## config.mk

```make
export PLATFORM = sky130hd
export DESIGN_NAME = xs_unit
export DESIGN_NICKNAME = d
export VERILOG_FILES = /design/src/rtl/xs_pkg.sv /design/src/rtl/xs_extend.sv /design/src/rtl/xs_shift.sv /design/src/rtl/xs_outreg.sv /design/src/rtl/xs_unit.sv
export SDC_FILE = /design/constraint.sdc
export NUM_CORES = 1
export LEC_CHECK = 0
export BUFFER_PORTS_ARGS = -buffer_cell sky130_fd_sc_hd__buf_2
export CELL_PAD_IN_SITES_DETAIL_PLACEMENT = 0
export CELL_PAD_IN_SITES_GLOBAL_PLACEMENT = 1
export CORE_ASPECT_RATIO = 0.9
export CORE_UTILIZATION = 39
export CTS_BUF_LIST = sky130_fd_sc_hd__clkbuf_4
export CTS_CLUSTER_SIZE = 24
export DETAILED_ROUTE_END_ITERATION = 8
export PLACE_DENSITY_LB_ADDON = 0.1
export SYNTH_ARGS = -nofsm -noshare
export SYNTH_HDL_FRONTEND = slang
export SYNTH_SLANG_ARGS = --single-unit
```

## constraint.sdc

```tcl
create_clock -name clk -period 1.9 [get_ports clk]
set_input_delay 0.19 -clock clk [delete_from_list [all_inputs] [get_ports clk]]
set_output_delay 0.19 -clock clk [all_outputs]
set_load 0.01 [all_outputs]
```

## src/rtl/xs_pkg.sv

```systemverilog
package xs_pkg;

   typedef enum logic [1:0] {
      XW_B8   = 2'd0,
      XW_B16  = 2'd1,
      XW_B32  = 2'd2,
      XW_FULL = 2'd3
   } xw_code_e;

   typedef struct packed {
      logic     sign_fill;
      xw_code_e width;
   } xopt_t;

   localparam int XS_SHIFT_LOG = 0;
   localparam int XS_SHIFT_MUX = 1;

endpackage

```

## src/rtl/xs_extend.sv

```systemverilog
module xs_extend
   import xs_pkg::*;
#(
   parameter int DATA_W = 64,
   parameter int SRC_A  = 8,
   parameter int SRC_B  = 16,
   parameter int SRC_C  = 32
) (
   input  logic [DATA_W-1:0] din,
   input  xopt_t             opt,
   output logic [DATA_W-1:0] dout
);
   localparam int PAD_A = DATA_W - SRC_A;
   localparam int PAD_B = DATA_W - SRC_B;
   localparam int PAD_C = DATA_W - SRC_C;

   logic fill_a, fill_b, fill_c;

   assign fill_a = opt.sign_fill & din[SRC_A-1];
   assign fill_b = opt.sign_fill & din[SRC_B-1];
   assign fill_c = opt.sign_fill & din[SRC_C-1];

   always_comb begin
      unique case (opt.width)
         XW_B8:   dout = {{PAD_A{fill_a}}, din[SRC_A-1:0]};
         XW_B16:  dout = {{PAD_B{fill_b}}, din[SRC_B-1:0]};
         XW_B32:  dout = {{PAD_C{fill_c}}, din[SRC_C-1:0]};
         default: dout = din;
      endcase
   end
endmodule

```

## src/rtl/xs_shift.sv

```systemverilog
module xs_shift
   import xs_pkg::*;
#(
   parameter int DATA_W    = 64,
   parameter int SHAMT_W   = 3,
   parameter int MAX_SHIFT = 4,
   parameter int STYLE     = XS_SHIFT_LOG
) (
   input  logic [DATA_W-1:0]  din,
   input  logic [SHAMT_W-1:0] amt,
   output logic [DATA_W-1:0]  dout
);
   localparam logic [SHAMT_W-1:0] AMT_CAP = SHAMT_W'(MAX_SHIFT);

   logic [SHAMT_W-1:0] amt_eff;

   assign amt_eff = (amt > AMT_CAP) ? AMT_CAP : amt;

   generate
      if (STYLE == XS_SHIFT_LOG) begin : g_log
         logic [DATA_W-1:0] stage [0:SHAMT_W];
         assign stage[0] = din;
         for (genvar k = 0; k < SHAMT_W; k++) begin : g_stage
            assign stage[k+1] = amt_eff[k] ? (stage[k] << (1 << k)) : stage[k];
         end
         assign dout = stage[SHAMT_W];
      end else begin : g_mux
         logic [DATA_W-1:0] cand [0:MAX_SHIFT];
         for (genvar i = 0; i <= MAX_SHIFT; i++) begin : g_cand
            assign cand[i] = din << i;
         end
         always_comb begin
            dout = cand[0];
            for (int i = 1; i <= MAX_SHIFT; i++) begin
               if (amt_eff == SHAMT_W'(i)) dout = cand[i];
            end
         end
      end
   endgenerate
endmodule

```

## src/rtl/xs_outreg.sv

```systemverilog
module xs_outreg #(
   parameter int DATA_W = 64
) (
   input  logic              clk,
   input  logic              rst,
   input  logic              d_valid,
   input  logic [DATA_W-1:0] d_data,
   output logic              q_valid,
   output logic [DATA_W-1:0] q_data
);
   always_ff @(posedge clk) begin
      if (rst) begin
         q_valid <= 1'b0;
         q_data  <= '0;
      end else begin
         q_valid <= d_valid;
         if (d_valid) q_data <= d_data;
      end
   end

   a_r8_valid_follows: assert property (@(posedge clk) disable iff (rst)
      d_valid |=> q_valid);
   a_r8_idle_follows: assert property (@(posedge clk) disable iff (rst)
      !d_valid |=> !q_valid);
   a_r9_hold_when_idle: assert property (@(posedge clk) disable iff (rst)
      !d_valid |=> $stable(q_data));
   a_r10_reset_clears: assert property (@(posedge clk)
      rst |=> (!q_valid && q_data == '0));
endmodule

```

## src/rtl/xs_unit.sv

```systemverilog
module xs_unit
   import xs_pkg::*;
#(
   parameter int DATA_W      = 64,
   parameter int SHAMT_W     = 3,
   parameter int MAX_SHIFT   = 4,
   parameter int SRC_A       = 8,
   parameter int SRC_B       = 16,
   parameter int SRC_C       = 32,
   parameter int SHIFT_STYLE = XS_SHIFT_LOG
) (
   input  logic               clk,
   input  logic               rst,
   input  logic               in_valid,
   input  logic [DATA_W-1:0]  in_data,
   input  logic [2:0]         in_opt,
   input  logic [SHAMT_W-1:0] in_shamt,
   output logic               out_valid,
   output logic [DATA_W-1:0]  out_data
);
   generate
      if (!(SRC_A > 0 && SRC_A < SRC_B && SRC_B < SRC_C && SRC_C < DATA_W))
         begin : g_bad_src
         $error("xs_unit: source widths must rise strictly below DATA_W");
      end
      if (MAX_SHIFT < 0 || MAX_SHIFT >= (1 << SHAMT_W) || MAX_SHIFT >= DATA_W)
         begin : g_bad_shift
         $error("xs_unit: MAX_SHIFT must fit the shift field and the data");
      end
      if (SHIFT_STYLE != XS_SHIFT_LOG && SHIFT_STYLE != XS_SHIFT_MUX)
         begin : g_bad_style
         $error("xs_unit: unknown SHIFT_STYLE");
      end
   endgenerate

   xopt_t             opt_s;
   logic [DATA_W-1:0] ext_val;
   logic [DATA_W-1:0] shf_val;

   assign opt_s = xopt_t'(in_opt);

   xs_extend #(
      .DATA_W(DATA_W), .SRC_A(SRC_A), .SRC_B(SRC_B), .SRC_C(SRC_C)
   ) u_ext (
      .din (in_data),
      .opt (opt_s),
      .dout(ext_val)
   );

   xs_shift #(
      .DATA_W(DATA_W), .SHAMT_W(SHAMT_W), .MAX_SHIFT(MAX_SHIFT),
      .STYLE(SHIFT_STYLE)
   ) u_shf (
      .din (ext_val),
      .amt (in_shamt),
      .dout(shf_val)
   );

   xs_outreg #(.DATA_W(DATA_W)) u_reg (
      .clk    (clk),
      .rst    (rst),
      .d_valid(in_valid),
      .d_data (shf_val),
      .q_valid(out_valid),
      .q_data (out_data)
   );

   // full-width code with no shift returns the sampled input whole
   a_r4_passthrough: assert property (@(posedge clk) disable iff (rst)
      (in_valid && in_opt[1:0] == 2'd3 && in_shamt == '0)
      |=> out_data == $past(in_data));
   // zero-filled byte source leaves the upper bits clear
   a_r1_byte_zero: assert property (@(posedge clk) disable iff (rst)
      (in_valid && in_opt == 3'b000 && in_shamt == '0)
      |=> (out_data[DATA_W-1:SRC_A] == '0 && out_data[SRC_A-1:0] == $past(in_data[SRC_A-1:0])));
   // after any shift, the low bits below the amount are zero
   a_r5_low_zero: assert property (@(posedge clk) disable iff (rst)
      (in_valid && in_shamt != '0) |=> out_data[0] == 1'b0);
endmodule

```

==> results of run 1 <==
[flip-flops by register name, summed over array words and instances (netlist names)]
| name | cells |
|---|---|
| u_reg.q_valid | 1 |
| u_reg.q_data | 64 |
[path summary, 6_finish.rpt]
path / to / startpoint / cells past startpoint
setup / recovery: u_reg.q_data[42]$_SDFFE_PP0P_ / in_shamt[0] / 7
hold / removal: u_reg.q_data[5]$_SDFFE_PP0P_ / in_data[1] / 3
setup reg to reg: u_reg.q_data[18]$_SDFFE_PP0P_ / u_reg.q_data[18]$_SDFFE_PP0P_ / 3
hold reg to reg: u_reg.q_data[31]$_SDFFE_PP0P_ / u_reg.q_data[31]$_SDFFE_PP0P_ / 2
[per-stage QoR]
stage	setup WS, ps	util [%]
floorplan	358	-
global placement	-15.9	49.3
detailed placement	-23.0	49.3
CTS	481	50.7
global route	310	50.7
finish	457	50.7
[synth_stat cells (4+ instances only)]
master and instances:
a2111oi_2 7, a211oi_1 17, a21boi_0 5, a21boi_1 6, a21oi_1 35, a221oi_1 9
a22oi_1 6, a311oi_1 9, a31oi_1 14, and2_1 4, buf_2 11, buf_4 7
buf_6 7, clkbuf_1 31, dfxtp_1 65, mux2i_1 40, mux4_2 6, nand2_1 104
nand2b_1 4, nand3_1 11, nor2_1 59, nor2b_1 6, nor3_1 23, nor3b_1 7
nor4_1 6, o211ai_1 4, o21ai_0 41, o22ai_1 14, o311ai_1 8
[final cells by class]
class	instances	area, sq um
multi-input cells	489	3070
fillers	1195	5730
inverters	4	15.0
repair buffers	194	1150
flip-flops and latches	65	1300
clock inverters	6	82.6
well taps	156	195
clock buffers	10	75.1
[critical path, delay by kind of cell]
family / cells / cell delay [ps]
buf+inv: 2 / 450
simple gates: 1 / 70
compound gates: 3 / 660
mux: 1 / 410
[logic make-up after synthesis]
kind of cell	count (synthesis)	share of synthesized area, %
AND/OR/NAND/NOR	236	22.2
flip-flops	65	27.6
AO/OA/AOI/OAI	204	30.7
multiplexers	49	12.1
buffers and inverters	63	7.45
[per-layer routing]
layer | track usage (%) | vias up
li1 | - | 2600
met1 | 39.4 | 2650
met2 | 46.6 | 265
met3 | 6.65 | 31
met4 | 10.4 | 2
met5 | 0 | -
[placed cells by master (no fill, tap or decap), types with 8 or more instances in the layout]
cell and n:
o311ai_1 8, nand2_1 104, a311oi_1 9, a31oi_1 14, a211oi_1 17, a21oi_1 35
clkbuf_4 10, nor3_1 23, dfxtp_1 65, o21ai_0 41, mux2i_1 40, nor2_1 59
a221oi_1 9, buf_2 137, buf_4 54, o22ai_1 14, nand3_1 11
[power breakdown]
| part | total [uW] | internal [uW] | switching [uW] |
|---|---|---|---|
| combinational | 1140 | 464 | 677 |
| clock | 1110 | 542 | 569 |
| sequential | 1520 | 1460 | 54.4 |
==> results.cfg, run 1 <==
[sta]
setup_viol_count_final = 0
maxSlewHeadroom_pct = 42.2
hold_viol_final = 0
grt_setup_unrepaired = no
min_period_over_period_pct = 75.9
drv_slew = 0
finalCriticalPeriod_ps = 1440
fmax_mhz = 693
finClkSkew_ps = 0
worst_slew_pin_slew_ps = 864
holdWs_ps = 53.3
final.setup.tns_ps = 0

[cts]
cts_tree = done
cts_root_buf = clkbuf_4
post-cts-setup-buffers = 0
ctsResizeCount = 0
clk_pin_slew_ps = 120
clock_sinks = 65
cts_buffers = 9
ctsHoldBuffers = 0
cts.htree.levels = 3
clk_path_buf_depth = 2
clkLatencyLatePin_ps = 450

[synthesis]
ys_ff_latch = 65
ys_async_sr_fraction_pct = 0
synth_area_sq_mm = 0.00472
ys_top_cells_by_area = dfxtp_1 (28%), mux2i_1 (8.5%), nand2_1 (8.3%)
yosysWarnings = 0
synth_cell_types = 65
synth_edf_count = 0
syn_inst = 617
syn_nets = 690
syn_area_per_cell_sq_um = 7.65
synth_top_area_share_pct = 27.6
yosysTopAreaCell = dfxtp_1
yosysSeqAreaShare_pct = 27.6
synth_top_flop_cell = dfxtp_1

[placed_design]
dp_hpwl_um = 13600
io_buffers = 137
place_congestion = 0.913
placed_area_sq_mm = 0.00573
placedCellCount = 908

[detailed_routing]
firstDrtPassIters = 5
wl_per_cell_um = 20.0
drc = 0
drt-initial-drc-count = 426
viasPerCell = 6.00
antenna_left = 0
met3_length_um = 1420
highest_layer = met5
wirelength_um = 18400
routedLengthMet1_um = 8410
vias = 5548
dr_wl_met2_um = 8190

[die]
std_cell_rows = 37
die_area_sq_mm = 0.0125
initial_utilization_pct = 40.6
dieHeight_um = 106
coreArea_sq_mm = 0.0116
pin_count = 138
fp.dieW_um = 118

[finish]
antenna_cells = 0
drive_gt1_share_pct = 30.3
final_design_area_no_fill_sq_mm = 0.00589
area_growth_pct = 24.7
finalNonFillerCells = 924
nets = 836

[critical_path]
arrival_ps = 1780
end_kind = flip-flop
slowest_stage = a311oi_1
worst_path_largest_cell_delay_ps = 460
cp_data_required_time_ps = 2240
cpMostUsedCell = o21ai_0
cp_max_fo = 22
setup.reg_to_reg.worst_slack_ps = 850
critPathKind = in2reg
crit_chain = buf_2 > buf_4 > mux2_2 > nand2_1 > o21ai_0 > a311oi_1 > o21ai_0
start_kind = input pin

[global_route]
grt.total_usage_pct = 29.5
grt_overflow_total = 0
antenna_found_initial = 1
grt_pass1_vias = 5253
grt_first_pass_wirelength_um = 28900
grt_max_degree = 35

[power_and_ir_drop]
p_leak_uw = 0.00254
irDropWorstVdd_mv = 0.508
power_density_mw_per_mm2 = 640
power_uw = 3770

[flow_run]
drv_cap = 0

[worst_hold_path]
hold_path_class = in2reg

[run_status]
status = completed
Power figures use the tool's default switching activity.
==> run 2: changes to the inputs <==
==> constraint.sdc (replaced) <==
create_clock -name clk -period 1.39 [get_ports clk]
set_input_delay 0.139 -clock clk [delete_from_list [all_inputs] [get_ports clk]]
set_output_delay 0.139 -clock clk [all_outputs]
set_load 0.01 [all_outputs]
==> results.cfg, run 2 (synthesis gave the netlist of run 1 again) <==
[critical_path]
worst_path_largest_cell_delay_ps = 440
critPathKind = in2reg
cp_data_required_time_ps = 1720
cp_max_fo = 22
crit_chain = buf_2 > nand2b_1 > buf_12 > o22ai_1 > a221o_1 > a2111oi_1
slowest_stage = a2111oi_1
arrival_ps = 1600
crit_buf_inv = 2
cp_top_family = compound AO/OA/AOI/OAI gates
start_kind = input pin
end_kind = flip-flop
cp.depth = 6
r2r_cells = 3

[global_route]
grt.total_usage_pct = 30.8
grt_first_pass_wirelength_um = 29900
use_met3_pct = 6.38
grt_pass1_vias = 5376
use_met1_pct = 41.8
grt_max_degree = 29
grt-busiest-layer = met2
grt_overflow_total = 0
antenna_found_initial = 0
met2_usage_pct = 49.3

[detailed_routing]
drc = 0
wl_per_cell_um = 19.4
drt-initial-drc-count = 449
antenna_left = 0
wirelength_um = 19000
viasPerCell = 5.82
vias = 5689
firstDrtPassIters = 5

[finish]
largest_reg_flops = 64
finalCoreUtilization_pct = 54.5
top_regs = u_reg.q_data (64), u_reg.q_valid (1)
final_common_cell = buf_2
final_design_area_no_fill_sq_mm = 0.00633
n_fill_cell = 1191
largest-register = u_reg.q_data
drive_gt1_share_pct = 34.7
area_growth_pct = 34.2
final_cell_mix = buf_2 (137), nand2_1 (104), buf_4 (100)
nets = 891
finalNonFillerCells = 977
antenna_cells = 0

[sta]
maxSlewHeadroom_pct = 43.8
hold_viol_final = 0
worst_slew_pin_slew_ps = 840
fmax_mhz = 791
finClkSkew_ps = 0
setup_viol_count_final = 0
finalCriticalPeriod_ps = 1260
setup_ws_ps = 125
grt_setup_unrepaired = no
min_period_over_period_pct = 91.0
drv_slew = 0

[die]
initial_utilization_pct = 40.6
std_cell_rows = 37
pin_count = 138
die_area_sq_mm = 0.0125
coreArea_sq_mm = 0.0116
fp.dieW_um = 118
dieHeight_um = 106

[cts]
clock_sinks = 65
post-cts-setup-buffers = 0
cts_tree = done
clk_pin_slew_ps = 110
cts.htree.levels = 3
cts_buffers = 9
cts_root_buf = clkbuf_4
clk_path_buf_depth = 2
clkLatencyLatePin_ps = 450

[run_status]
status = completed

[placed_design]
place_congestion = 0.944
dp_hpwl_um = 14200
placed_area_sq_mm = 0.00618
io_buffers = 137
placedCellCount = 958
dp_slack_ps = -328

[power_and_ir_drop]
power_uw = 4910
irDropWorstVdd_mv = 0.424
p_leak_uw = 0.00281
power_density_mw_per_mm2 = 776

[worst_hold_path]
hold_depth = 3
hold_path_class = in2reg

[flow_run]
drv_cap = 0
-- run 2: area by class of cell --
cell class / instances / area (sq um) / area share (%)
clock inverter: 2 / 7.51 / 0.119
multi-input combinational: 489 / 3100 / 48.9
timing repair buffer: 249 / 1630 / 25.7
sequential: 65 / 1300 / 20.6
clock buffer: 12 / 90.1 / 1.42
tap: 156 / 195 / 3.08
inverter: 4 / 15.0 / 0.237
-- run 2: power breakdown --
part | leakage (uW) | internal [uW] | switching, uW
logic | 0.00222 | 757 | 962
clock network | 0.0000583 | 398 | 718
registers | 0.000537 | 2000 | 75.9
total | 0.00281 | 3150 | 1760
-- run 2: worst register-to-register path: stages, from the launching register on --
cell and delay [ps]:
dfxtp_1 390, nor2_1 50, or3_1 320, a211oi_1 200
-- run 2: worst paths after layout --
kind                                       from                            end  slack, ps
setup reg to reg  u_reg.q_data[18]$_SDFFE_PP0P_  u_reg.q_data[18]$_SDFFE_PP0P_        350
hold / removal                      in_data[35]  u_reg.q_data[39]$_SDFFE_PP0P_         30
setup / recovery                    in_shamt[2]  u_reg.q_data[46]$_SDFFE_PP0P_        130
hold reg to reg   u_reg.q_data[42]$_SDFFE_PP0P_  u_reg.q_data[42]$_SDFFE_PP0P_        470
-- run 2: layer usage --
layer	vias up	share of wire [%]
met5	-	0
met1	2726	47
met4	0	1.3
li1	2703	-
met2	240	45
met3	20	7.3
-- run 2: metrics by stage --
stage	hold WS (ps)	TNS, ps
final	27.1	0
after global routing	33.2	0
after CTS	4.16	0
after detailed placement	446	-12370
after global placement	440	-10690
after floorplan	307	-130
-- run 2: timing repair --
action                                  4_1_cts  5_1_grt
hold buffers                                  5        0
endpoints found under the setup margin        0        1
hold endpoints to repair                      6        0
gates resized for setup                       0        1
==> run 3: changes to the inputs <==
--- a/config.mk
+++ b/config.mk
@@ -9,11 +9,13 @@
 export CELL_PAD_IN_SITES_DETAIL_PLACEMENT = 0
 export CELL_PAD_IN_SITES_GLOBAL_PLACEMENT = 1
 export CORE_ASPECT_RATIO = 0.9
-export CORE_UTILIZATION = 39
+export CORE_UTILIZATION = 41
 export CTS_BUF_LIST = sky130_fd_sc_hd__clkbuf_4
 export CTS_CLUSTER_SIZE = 24
 export DETAILED_ROUTE_END_ITERATION = 8
 export PLACE_DENSITY_LB_ADDON = 0.1
+export SLEW_MARGIN = 0
 export SYNTH_ARGS = -nofsm -noshare
 export SYNTH_HDL_FRONTEND = slang
+export SYNTH_HIERARCHICAL = 1
 export SYNTH_SLANG_ARGS = --single-unit
==> results.cfg, run 3 <==
[synthesis]
ys_ff_latch = 65
syn_nets = 713
yosysTopAreaCell = mux2i_1
synth_common_cells = mux2i_1 (180), nand2_1 (77), nor2_1 (67), dfxtp_1 (65), o221ai_1 (53)
synth_top_area_share_pct = 33.3
synth_cell_types = 30
synth_edf_count = 0
syn_inst = 640
syn_area_per_cell_sq_um = 8.46
yosysWarnings = 6
yosysSeqAreaShare_pct = 24.0
synth_top_flop_cell = dfxtp_1
yosysMostFrequentCell = mux2i_1
ys_async_sr_fraction_pct = 0
synth_area_sq_mm = 0.00541
ys_top_cells_by_area = mux2i_1 (33%), dfxtp_1 (24%), o221ai_1 (8.6%)

[placed_design]
placedCellCount = 900
dp_hpwl_um = 10900
io_buffers = 137
place_congestion = 0.829

[die]
pin_count = 138
fp.dieW_um = 123
std_cell_rows = 39
initial_utilization_pct = 42.3
die_area_sq_mm = 0.0137
dieHeight_um = 111
coreArea_sq_mm = 0.0128

[cts]
cts_root_buf = clkbuf_4
clock_sinks = 65
cts_tree = done
ctsHoldBuffers = 0
clk_pin_slew_ps = 100
clk_path_buf_depth = 2
clkLatencyLatePin_ps = 450
cts.htree.levels = 3
cts_buffers = 9

[detailed_routing]
viasPerCell = 5.64
wl_per_cell_um = 16.8
drc = 0
drt-initial-drc-count = 410
firstDrtPassIters = 5
antenna_left = 0
wirelength_um = 15500
vias = 5194

[power_and_ir_drop]
p_leak_uw = 0.00309
power_density_mw_per_mm2 = 794
irDropWorstVdd_mv = 0.460
power_uw = 5230

[finish]
final_cell_mix = mux2i_1 (180), buf_2 (134), nand2_1 (77)
nets = 825
largest_reg_flops = 64
multi_input_area_sq_mm = 0.00365
final_common_cell = mux2i_1
largest-register = u_reg/q_data
finalNonFillerCells = 921
antenna_cells = 0
drive_gt1_share_pct = 28.4
top_regs = u_reg/q_data (64), u_reg/q_valid (1)
area_growth_pct = 21.8
n_fill_cell = 1269
regArea_sq_mm = 0.00130

[sta]
setup_viol_count_final = 0
min_period_over_period_pct = 97.0
fmax_mhz = 742
drv_slew = 0
finalCriticalPeriod_ps = 1350
worst_slew_pin_slew_ps = 709
grt_setup_unrepaired = yes
finClkSkew_ps = 0
maxSlewHeadroom_pct = 52.6
hold_viol_final = 0

[critical_path]
slowest_stage = mux2i_4
cp_max_fo = 17
cp_data_required_time_ps = 1720
end_kind = flip-flop
arrival_ps = 1680
start_kind = input pin
critPathKind = in2reg
crit_buf_inv = 3
cp.depth = 9
crit_chain = clkbuf_4 > mux2i_4 > buf_12 > o211ai_1 > buf_4 > mux2i_1 > o221ai_1 > mux2i_1 > nor2_1
r2r_cells = 2
worst_path_largest_cell_delay_ps = 310
cp_top_family = multiplexers
cpMostUsedCell = mux2i_1

[flow_run]
drv_cap = 0

[global_route]
grt.total_usage_pct = 23.0
grt_overflow_total = 0
grt_pass1_vias = 4834
grt_first_pass_wirelength_um = 24700
grt_max_degree = 66
antenna_found_initial = 0

[run_status]
status = completed

[worst_hold_path]
hold_depth = 5
hold_path_class = in2reg
==> run 3: path summary, 6_finish.rpt <==
| path | startpoint | end | slack, ps |
|---|---|---|---|
| worst max-delay path | in_opt[0] | u_reg/q_data[48]$_SDFFE_PP0P_ | 40 |
| worst min-delay path | in_data[0] | u_reg/q_data[4]$_SDFFE_PP0P_ | 120 |
| worst max register to register | u_reg/q_data[22]$_SDFFE_PP0P_ | u_reg/q_data[22]$_SDFFE_PP0P_ | 740 |
| worst min register to register | u_reg/q_data[30]$_SDFFE_PP0P_ | u_reg/q_data[30]$_SDFFE_PP0P_ | 500 |
==> run 3: power breakdown <==
part	switching [uW]	leakage, uW	total, uW	internal, uW
clock	733	0.0000734	1300	569
combinational	1040	0.00249	1890	849
sequential	60.6	0.000532	2050	1980
total	1830	0.00309	5230	3400
==> run 3: final cells by class <==
type,instances,area share [%]
Clock buffer,11,1.25
Clock inverter,5,0.702
Inverter,7,0.398
Multi-Input combinational cell,487,55.4
Sequential cell,65,19.7
Tap cell,164,3.11
Timing Repair Buffer,182,19.4
==> run 3: routing by layer <==
layer | vias to the layer above | track usage, % | routed length [um]
li1 | 2585 | - | -
met3 | 16 | 4.63 | 751
met1 | 2461 | 31.6 | 7360
met2 | 132 | 35.8 | 7120
met5 | - | 0 | 0
met4 | 0 | 7.31 | 231
==> run 3: cells by family after synthesis <==
group,Yosys count,share of synthesized area [%]
flops,65,24.0
simple gates,187,14.4
compound gates,119,18.2
mux,181,33.7
buf+inv,88,9.57
==> run 3: per-stage QoR <==
step                util, %  area, sq um  setup slack, ps  hold WS (ps)  TNS (ps)
detailed placement     49.9         6380             -419           475    -17210
finish                 51.6         6590             41.6           115         0
global placement       49.9         6380             -399           466    -14520
floorplan                 -         5520             -127           393     -1780
global route           51.6         6590            -13.4           126     -34.9
CTS                    50.9         6510             66.1          71.6         0
==> run 3: timing repair <==
item / in CTS / in global routing
resized for setup: 0 / 4
buffers inserted: 0 / 4
setup endpoints to repair: 0 / 7
==> run 3: worst register-to-register path, cell delays in order (launching register included) <==
cell	delay (ps)
dfxtp_1	340
mux2i_1	160
nor2_1	50
